[config.mk]
export PLATFORM = sky130hd
export DESIGN_NAME = hdb3_line_decoder
export DESIGN_NICKNAME = d
export VERILOG_FILES = /design/src/rtl/hdb3_pkg.sv /design/src/rtl/hdb3_sym_classify.sv /design/src/rtl/hdb3_rule_tracker.sv /design/src/rtl/hdb3_zero_restore.sv /design/src/rtl/hdb3_line_decoder.sv
export SDC_FILE = /design/constraint.sdc
export NUM_CORES = 1
export LEC_CHECK = 0
export ABC_AREA = 0
export BUFFER_PORTS_ARGS = -buffer_cell sky130_fd_sc_hd__buf_4
export CORE_AREA = 2 2 39 41
export DETAILED_ROUTE_END_ITERATION = 6
export DIE_AREA = 0 0 41 43
export HOLD_SLACK_MARGIN = 0.12
export PLACE_DENSITY = 0.74
export SETUP_SLACK_MARGIN = 0.2
export SLEW_MARGIN = 25
export SYNTH_ARGS = -nofsm -noshare
export SYNTH_HDL_FRONTEND = slang
export SYNTH_SLANG_ARGS = --single-unit
[constraint.sdc]
create_clock -name clk -period 2.55 [get_ports clk]
set_clock_uncertainty 0.1 [all_clocks]
set_input_delay 0.255 -clock clk [delete_from_list [all_inputs] [get_ports clk]]
set_output_delay 0.255 -clock clk [all_outputs]
set_load 0.02 [all_outputs]
[src/rtl/hdb3_pkg.sv]
package hdb3_pkg;

    // Symbol code formed as {pos_rail, neg_rail}
    typedef enum logic [1:0] {
        SYM_SPACE = 2'b00,
        SYM_MINUS = 2'b01,
        SYM_PLUS  = 2'b10,
        SYM_BOTH  = 2'b11
    } sym_e;

    // Length of a substitution pattern in symbols
    localparam int unsigned SUB_LEN      = 4;
    // Spaces before V in the all-zero pattern and in the bipolar pattern
    localparam int unsigned RUN_FULL_SUB = SUB_LEN - 1;
    localparam int unsigned RUN_BIP_SUB  = SUB_LEN - 2;

endpackage

[src/rtl/hdb3_sym_classify.sv]
module hdb3_sym_classify
    import hdb3_pkg::*;
(
    input  logic pos_i,
    input  logic neg_i,
    output sym_e sym_o
);

    always_comb begin
        case ({pos_i, neg_i})
            2'b10:   sym_o = SYM_PLUS;
            2'b01:   sym_o = SYM_MINUS;
            2'b11:   sym_o = SYM_BOTH;
            default: sym_o = SYM_SPACE;
        endcase
    end

endmodule

[src/rtl/hdb3_rule_tracker.sv]
module hdb3_rule_tracker
    import hdb3_pkg::*;
#(
    parameter int unsigned ZERO_LIMIT = 4
) (
    input  logic clk,
    input  logic rst_n,
    input  sym_e sym_i,
    output logic data_bit_o,
    output logic legal_v_o,
    output logic alarm_o
);

    localparam int unsigned     RUN_W    = $clog2(ZERO_LIMIT + 2);
    localparam logic [RUN_W-1:0] RUN_SAT  = RUN_W'(ZERO_LIMIT + 1);
    localparam logic [RUN_W-1:0] RUN_LIM  = RUN_W'(ZERO_LIMIT);
    localparam logic [RUN_W-1:0] RUN_FULL = RUN_W'(RUN_FULL_SUB);
    localparam logic [RUN_W-1:0] RUN_BIP  = RUN_W'(RUN_BIP_SUB);

    typedef struct packed {
        logic             seen;      // a mark has arrived since reset
        logic             last_pol;  // 1 = last mark positive
        logic             vref_ok;   // a violation has arrived since reset
        logic             last_vpol; // polarity of that violation
        logic [RUN_W-1:0] run;       // spaces since last mark, saturating
        logic             alarm;
    } trk_state_t;

    trk_state_t st_d, st_q;
    logic       mark_pol;
    logic       run_fits;
    logic       alt_fits;

    always_comb begin
        st_d       = st_q;
        st_d.alarm = 1'b0;
        data_bit_o = 1'b0;
        legal_v_o  = 1'b0;
        mark_pol   = (sym_i == SYM_PLUS);
        run_fits   = (st_q.run == RUN_FULL) || (st_q.run == RUN_BIP);
        alt_fits   = !st_q.vref_ok || (mark_pol != st_q.last_vpol);

        case (sym_i)
            SYM_SPACE: begin
                if (st_q.run != RUN_SAT) begin
                    st_d.run = st_q.run + 1'b1;
                end
                if (st_q.seen && (st_q.run == RUN_LIM)) begin
                    st_d.alarm = 1'b1;
                end
            end
            SYM_BOTH: begin
                data_bit_o = 1'b1;
                st_d.run   = '0;
                st_d.alarm = st_q.seen;
            end
            default: begin
                data_bit_o    = 1'b1;
                st_d.run      = '0;
                st_d.last_pol = mark_pol;
                if (!st_q.seen) begin
                    st_d.seen = 1'b1;
                end else if (mark_pol == st_q.last_pol) begin
                    st_d.vref_ok   = 1'b1;
                    st_d.last_vpol = mark_pol;
                    if (run_fits && alt_fits) begin
                        legal_v_o  = 1'b1;
                        data_bit_o = 1'b0;
                    end else begin
                        st_d.alarm = 1'b1;
                    end
                end
            end
        endcase
    end

    always_ff @(posedge clk or negedge rst_n) begin
        if (!rst_n) begin
            st_q <= '0;
        end else begin
            st_q <= st_d;
        end
    end

    assign alarm_o = st_q.alarm;

endmodule

[src/rtl/hdb3_zero_restore.sv]
module hdb3_zero_restore #(
    parameter int unsigned DEPTH = 4
) (
    input  logic clk,
    input  logic rst_n,
    input  logic bit_i,
    input  logic legal_v_i,
    output logic nrz_o
);

    typedef struct packed {
        logic [DEPTH-1:0] pipe;
    } rs_state_t;

    rs_state_t st_d, st_q;

    always_comb begin
        st_d         = st_q;
        st_d.pipe[0] = bit_i;
        for (int i = 1; i < DEPTH; i++) begin
            // a legal violation blanks the symbols that formed its pattern
            st_d.pipe[i] = legal_v_i ? 1'b0 : st_q.pipe[i-1];
        end
    end

    always_ff @(posedge clk or negedge rst_n) begin
        if (!rst_n) begin
            st_q <= '0;
        end else begin
            st_q <= st_d;
        end
    end

    assign nrz_o = st_q.pipe[DEPTH-1];

endmodule

[src/rtl/hdb3_line_decoder.sv]
module hdb3_line_decoder
    import hdb3_pkg::*;
#(
    parameter int unsigned ZERO_LIMIT = 4
) (
    input  logic clk,
    input  logic rst_n,
    input  logic pos_i,
    input  logic neg_i,
    output logic nrz_o,
    output logic alarm_o
);

    sym_e sym_w;
    logic data_bit_w;
    logic legal_v_w;

    hdb3_sym_classify u_classify (
        .pos_i (pos_i),
        .neg_i (neg_i),
        .sym_o (sym_w)
    );

    hdb3_rule_tracker #(
        .ZERO_LIMIT (ZERO_LIMIT)
    ) u_tracker (
        .clk        (clk),
        .rst_n      (rst_n),
        .sym_i      (sym_w),
        .data_bit_o (data_bit_w),
        .legal_v_o  (legal_v_w),
        .alarm_o    (alarm_o)
    );

    hdb3_zero_restore #(
        .DEPTH (SUB_LEN)
    ) u_restore (
        .clk       (clk),
        .rst_n     (rst_n),
        .bit_i     (data_bit_w),
        .legal_v_i (legal_v_w),
        .nrz_o     (nrz_o)
    );

endmodule

==> results of run 1 <==
-- state kept, by name, indices dropped and copies added, names as in the netlist --
| register | flops |
|---|---|
| u_tracker.alarm_o | 1 |
| u_tracker.st_q | 7 |
| u_restore.st_q | 4 |
-- layout by cell type (no fill, tap or decap), types with 2 or more instances in the layout --
| cell type | instances |
|---|---|
| a21boi_1 | 3 |
| inv_1 | 5 |
| ha_1 | 8 |
| dfrtp_1 | 12 |
| o21ai_0 | 3 |
| xnor2_1 | 2 |
| nand2_1 | 3 |
| clkbuf_4 | 3 |
| nor2_1 | 2 |
| and2_1 | 2 |
| buf_4 | 5 |
-- power breakdown --
group	internal, mW	total, mW	switching (mW)
Combinational	0.0309	0.0660	0.0351
Sequential	0.207	0.215	0.00825
Clock	0.0543	0.106	0.0517
-- routing by layer --
layer  GRT usage  vias to the layer above
met2       0.197                        5
met1       0.168                      169
met4      0.0400                        0
li1            -                      199
met3      0.0471                        0
met5           0                        -
-- cells by family (layout without fill, tap and decap cells) --
kind of cell	Yosys count	after routing
simple gates	14	14
flops	12	12
compound gates	11	11
fa+ha+maj	8	8
buf+inv	5	14
xor+xnor	3	3
mux	1	1
-- layout make-up --
type,instances,area share
Clock buffer,3,0.0321
Inverter,5,0.0267
Multi-Input combinational cell,37,0.417
Sequential cell,12,0.428
Tap cell,16,0.0285
Timing Repair Buffer,6,0.0677
-- timing repair --
action / in CTS / in global routing
hold buffers: 1 / 0
resized for setup: 0 / 0
endpoints found under the hold margin: 12 / 0
-- cell usage after synthesis --
| master | instances |
|---|---|
| a21boi_0 | 1 |
| a21boi_1 | 3 |
| a21oi_1 | 1 |
| a2bb2oi_2 | 1 |
| a31oi_1 | 1 |
| and2_1 | 2 |
| and3_1 | 1 |
| dfrtp_1 | 12 |
| ha_1 | 8 |
| inv_1 | 5 |
| mux2_2 | 1 |
| nand2_1 | 3 |
| nand2b_1 | 1 |
| nand3_1 | 1 |
| nand3b_1 | 1 |
| nor2_1 | 2 |
| nor2b_1 | 1 |
| o21ai_0 | 3 |
| o32ai_1 | 1 |
| or2_1 | 1 |
| or2_2 | 1 |
| xnor2_1 | 2 |
| xor2_1 | 1 |
-- worst min path at each step --
stage | from | to | slack, ns
finish | rst_n | u_tracker.st_q[5] | 0.27
global route | rst_n | u_tracker.st_q[5] | 0.27
CTS | rst_n | u_tracker.st_q[5] | 0.27
detailed placement | rst_n | u_restore.st_q[2] | -0.0002
global placement | rst_n | u_restore.st_q[3] | -0.0006
floorplan | rst_n | u_restore.st_q[0] | -0.14
==> run metrics, run 1 <==
clock sinks=12; FMAX=680 MHz; Tmin final=1.47 ns; die area=1760 µm²; total power=0.387 mW; vias per std cell=4.72; Crit path depth=4; Fin. Hold Viols=0; RR Endpoint=u_tracker.alarm_o; Final Cycle Share=0.576; critical path required time=2.61 ns; per-cell routed wire length=11.1 µm; Netlist cell types=23; simple-gate area share of the yosys netlist=0.123; CP endpoint=u_tracker.alarm_o; GP Congestion=0.758; R2R Setup Slk=1.08 ns; Die H=43 µm; Final setup viols=0; Pre-antenna DRT Iters=4; register area=300 µm²; status=completed; FP Rows=14; Synth warnings=0; gr ovfl total=0; Setup Buffers After CTS=0; syn_nets=66; main combinational cell family by area after synthesis=adder cells; final design utilization=0.507; Synth Area in XOR/XNOR=0.0429; top cell type's share of synthesized area=0.491; Crit Path Category=flop to flop; Starting Density=0.442; final setup margin=1.08 ns; fraction of layout instances using a drive strength above 1=0.175; Peak VDD IR=0.399 mV; RSZ-0062 raised after global routing=no; area of the multi-input gates=293 µm²; Global Route Usage Sum=0.130; Crit Path Max Fanout=5; Layout fillers=134; slowest stage delay, CP=0.41 ns; Bufs and invs on worst path=0; Final nets=77; synthesized instance count=54; WL met3=27 µm; Critical Path End Type=flop; WHS=0.269 ns; filler-free cell count of the finished design=79; top routing layer used=met3; Crit path top cell by count=ha_1; CTS root buf=clkbuf_4; clk_lat worst skew=0.25 ns; slew at the pin with the worst max-slew slack=0.290 ns; Worst Setup SP=u_tracker.st_q[2]; largest net degree at the start of global routing=13; slew margin rel.=0.806; Cell Chain, Critical Path=ha_1 > ha_1 > a2bb2oi_2 > o32ai_1; cell taking the most area after synthesis=dfrtp_1; core area=1380 µm²; Yosys reg bits=12; Final Instance Area=702 µm²; total of max-cap violations=0; CTS tree=yes; Synth area leaders=dfrtp_1, ha_1, a21boi_1; Lkg Pwr=0.330 nW; Avg Inst Size Synth=11.3 µm²; Crit Reg-Reg Startpoint=u_tracker.st_q[2]; # DRC=0; # IOs=6; critical path's top delay family=compound AO/OA/AOI/OAI gates; dpl cells=75; Metal-1 WL=426 µm; initial antenna violation count=0; Worst EP arrival=1.53 ns; DR iter-0 viols=4; die span in x=41 µm; H-tree depth=1; met2 WL=420 µm; Adder-Cell Fraction of Synth Area=0.164; vias in the first global route=379; P per Cell Area=551 nW/µm²; HPWL after detailed placement=713 µm; Max Slew Vio Count=0; FF-to-FF path depth=4; crit path max-delay cell type=dfrtp_1; pre-CTS setup slack=1.02 ns; Port Buf Inserts=5; Reg clk slew, reported paths=0.07 ns; setup_tns=0 ns; Placed Area=669 µm²; Via Count=373; Antenna Nets Post-Route=0; TritonCTS buffer count=3; Seq/Total Area, Yosys=0.491; post-synthesis mux area share=0.0184; Worst Hold Class=primary input to async pin; area delta synth->final=14.7%; Longest Clk Path Bufs=2; Compound-Gate Fraction of Synth Area=0.131; ant diodes=0; first-pass GRT wire length=1.53 mm; final wirelength=873 µm; CP startpoint kind=flop; Synth Cell Area=612 µm²
(Power assumes the default switching activity.)
==> run 2, diff against run 1 <==
clock period = 1.5 ns   (was 2.55 ns; I/O delays follow)
==> run 2 against run 1 <==
Effect of this change:
- final cell count grew 7.6%
- global-route usage rose by 4.0 points
- critical path depth stayed put
- clock-buffer cell count grew 1
- hold slack worse by 0.14 ns
- critical endpoint unchanged
- largest cell class is now multi-input gates
==> run metrics, run 2 (synthesis gave the netlist of run 1 again) <==
status=completed; Longest Clk Path Bufs=2; area delta synth->final=35.8%; Die H=43 µm; HPWL after detailed placement=776 µm; vias per std cell=5.00; clock sinks=12; setup_tns=0 ns; critical path required time=1.59 ns; Peak VDD IR=0.659 mV; Final nets=82; initial antenna violation count=0; total of max-cap violations=0; die span in x=41 µm; pre-CTS setup slack=0.0673 ns; slew margin rel.=0.802; core area=1380 µm²; Via Count=425; Starting Density=0.442; Layout fillers=111; die area=1760 µm²; Crit Path Category=flop to flop; slew at the pin with the worst max-slew slack=0.295 ns; gr ovfl total=0; most frequent cells in the layout=dfrtp_1, buf_4, a21boi_1, ha_1; ant diodes=0; H-tree depth=1; # DRC=0; Tmin final=1.38 ns; Final setup viols=0; CTS root buf=clkbuf_4; Reg clk slew, reported paths=0.08 ns; # IOs=6; FMAX=724 MHz; GP Congestion=0.720; Port Buf Inserts=5; commonest non-fill, non-tap cell in the layout=dfrtp_1; vias in the first global route=452; CTS tree=yes; Worst Hold Class=primary input to async pin; max reg flops=7; WHS=0.127 ns; first-pass GRT wire length=1.89 mm; Critical Path End Type=flop; Fin. Hold Viols=0; Crit Path Max Fanout=5; CP startpoint kind=flop; largest net degree at the start of global routing=13; P per Cell Area=929 nW/µm²; Final Cycle Share=0.920; final setup margin=0.120 ns; Biggest register=u_tracker.st_q; area of the multi-input gates=363 µm²; fraction of layout instances using a drive strength above 1=0.420; Global Route Usage Sum=0.170; Antenna Nets Post-Route=0; TritonCTS buffer count=3; DR iter-0 viols=4; Worst EP arrival=1.47 ns; RSZ-0062 raised after global routing=yes; FP Rows=14; register area=302 µm²; per-cell routed wire length=13.3 µm; Pre-antenna DRT Iters=3; clk_lat worst skew=0.28 ns; Max Slew Vio Count=0; final wirelength=1.13 mm; Lkg Pwr=0.370 nW
run 2: final timing paths:
check | cells after the start | to | slack [ns] | from
max | 4 | u_tracker.alarm_o | 0.12 | u_tracker.st_q[2]
min | 2 | u_tracker.st_q[1] | 0.13 | rst_n
max reg2reg | 4 | u_tracker.alarm_o | 0.12 | u_tracker.st_q[2]
min reg2reg | 1 | u_restore.st_q[2] | 0.41 | u_restore.st_q[1]
max in group asynchronous | 2 | u_tracker.st_q[3] | 1.01 | rst_n
min in group clk | 4 | u_tracker.alarm_o | 0.22 | neg_i
run 2: worst max-delay path, cell delays in order (launching register included):
cell and delay (ns):
dfrtp_1 0.42, ha_2 0.21, ha_4 0.16, a2bb2oi_4 0.15, o32ai_2 0.25
run 2: final cells by class:
| type | instances | area share |
|---|---|---|
| Timing Repair Buffer | 11 | 0.107 |
| Tap cell | 16 | 0.0241 |
| Inverter | 5 | 0.0256 |
| Sequential cell | 12 | 0.363 |
| Clock buffer | 4 | 0.0437 |
| Multi-Input combinational cell | 37 | 0.437 |
run 2: power by group:
part           switching (mW)  total (mW)  internal [mW]
Sequential             0.0163       0.367          0.351
Clock                   0.114       0.262          0.148
Combinational          0.0732       0.142         0.0693
run 2: layer usage:
metal | vias to the layer above | global-route usage | routed length (µm)
li1 | 209 | - | -
met5 | - | 0 | 0
met4 | 0 | 0.140 | 38
met1 | 205 | 0.197 | 454
met3 | 4 | 0.0471 | 36
met2 | 7 | 0.247 | 606
run 2: metrics by stage:
stage	util	cells	instance area, µm²	power (mW)
after floorplan	-	54	638	0.446
after global placement	0.508	76	703	0.489
after detailed placement	0.508	76	703	0.492
after CTS	0.565	83	782	0.762
after global routing	0.600	85	831	0.816
final	0.600	85	831	0.772
run 2: timing repair:
item	CTS	global route
hold buffers	1	0
setup endpoints to repair	6	9
buffers inserted	2	2
pin swaps	5	4
resized for setup	5	11
endpoints found under the hold margin	12	0
==> run 3, diff against run 2 <==
CELL_PAD_IN_SITES_DETAIL_PLACEMENT = 0   (was not set)
CELL_PAD_IN_SITES_GLOBAL_PLACEMENT = 2   (was not set)
CORE_AREA = not set   (was 2 2 39 41)
CORE_UTILIZATION = 36   (was not set)
DIE_AREA = not set   (was 0 0 41 43)
PLACE_DENSITY = 0.82   (was 0.74)
REMOVE_ABC_BUFFERS = 1   (was not set)
==> run 3 against run 2 <==
Effect of this change:
- worst setup slack got worse by 0.034 ns
- sequential power hardly changed
- first-iteration DRC count decreased by 25%
- via count rose by 1.2%
- non-clock buffer count grew 2
- routed wire length fell by 4.9%
- global-route usage is 2.8 points lower
==> run metrics, run 3 (synthesis gave the netlist of run 1 again) <==
largest net degree at the start of global routing=13; Fin. Hold Viols=0; CP startpoint kind=flop; DR iter-0 viols=3; # IOs=6; Placed Area=684 µm²; Biggest register=u_tracker.st_q; Reg clk slew, reported paths=0.08 ns; Final Cycle Share=0.943; Final nets=84; H-tree depth=1; die area=1870 µm²; gr ovfl total=0; fraction of met3 tracks used by global routing=0.0511; max reg flops=7; status=completed; die span in x=43.2 µm; Top Usage Layer GRT=met2; Pre-antenna DRT Iters=2; GP Congestion=0.736; Lkg Pwr=0.376 nW; Worst Hold Class=primary input to async pin; Final setup viols=0; Crit Path Category=flop to flop; vias per std cell=4.94; dpl cells=77; CTS root buf=clkbuf_4; critical path required time=1.57 ns; clock sinks=12; Starting Density=0.397; crit path max-delay cell type=dfrtp_2; Die H=43.2 µm; # DRC=0; FP Rows=14; Critical Path End Type=flop; total power=0.773 mW; Crit Path Max Fanout=4; final wirelength=1.08 mm; HPWL after detailed placement=733 µm; Via Count=430; Port Buf Inserts=5; Peak VDD IR=0.524 mV; initial antenna violation count=0; slew at the pin with the worst max-slew slack=0.277 ns; slew margin rel.=0.814; grt met1 use=0.168; slowest stage delay, CP=0.45 ns; TritonCTS buffer count=3; Global Route Usage Sum=0.142; most frequent cells in the layout=buf_4, dfrtp_1, inv_1; total of max-cap violations=0; P per Cell Area=895 nW/µm²; CTS tree=yes; Worst EP arrival=1.49 ns; clk_lat worst skew=0.27 ns; FMAX=707 MHz; Longest Clk Path Bufs=2; Final Instance Area=863 µm²; vias in the first global route=451; area delta synth->final=41.1%; first-pass GRT wire length=1.89 mm; Max Slew Vio Count=0; core area=1540 µm²; Cell Chain, Critical Path=ha_4 > ha_4 > a2bb2oi_4 > o32ai_2; pre-CTS setup slack=-0.0137 ns; Layout fillers=136; final setup margin=0.0857 ns; commonest non-fill, non-tap cell in the layout=buf_4; RSZ-0062 raised after global routing=yes; met2 Usage GRT=0.233; ant diodes=0; fraction of layout instances using a drive strength above 1=0.479; Tmin final=1.41 ns; Antenna Nets Post-Route=0; Crit path top cell by count=ha_4; filler-free cell count of the finished design=87; per-cell routed wire length=12.4 µm
==> run 3: worst max-delay path: cells and delay by family (launching register included) <==
| kind | cells | cell delay (ns) |
|---|---|---|
| flops | 1 | 0.45 |
| fa+ha+maj | 2 | 0.32 |
| compound gates | 2 | 0.44 |
==> run 3: through the flow <==
step,setup TNS (ns),hold slack (ns),utilization
after floorplan,0,-0.246,-
after global routing,0,0.159,0.560
after global placement,0,-0.100,0.444
after CTS,0,0.146,0.512
after detailed placement,-0.0137,-0.101,0.444
final,0,0.150,0.560
==> run 3: timing repair <==
item,4_1_cts,5_1_grt
hold buffers,1,0
endpoints found under the setup margin,6,9
cloned,0,0
pin swaps,5,4
endpoints found under the hold margin,12,0
gates resized for setup,9,12
buffers inserted,2,3
==> run 3: metal layers <==
layer | wire length [µm] | vias to the layer above
li1 | - | 212
met1 | 510 | 211
met2 | 536 | 7
met3 | 31 | 0
met4 | 0 | 0
met5 | 0 | -
==> run 3: where the power goes <==
group | switching [mW] | internal, mW
Clock | 0.107 | 0.147
Combinational | 0.0765 | 0.0746
Sequential | 0.0163 | 0.351
==> run 3: final timing paths <==
path                                        start                end  slack [ns]  depth (start not counted)
worst max-delay path            u_tracker.st_q[2]  u_tracker.alarm_o        0.09                          4
worst min-delay path                        rst_n  u_tracker.st_q[2]        0.15                          2
worst max register to register  u_tracker.st_q[2]  u_tracker.alarm_o        0.09                          4
worst min register to register  u_restore.st_q[0]  u_restore.st_q[1]        0.39                          1
max in group asynchronous                   rst_n  u_tracker.st_q[1]        0.98                          2
min in group clk                            neg_i  u_tracker.alarm_o        0.22                          4
==> run 3: area by class of cell <==
class,instances,area (µm²),share of cell area
Multi-Input combinational cell,37,382,0.442
Inverter,5,18.8,0.0217
Sequential cell,12,303,0.351
Tap cell,16,20.0,0.0232
Timing Repair Buffer,13,104,0.120
Clock buffer,4,36.3,0.0420
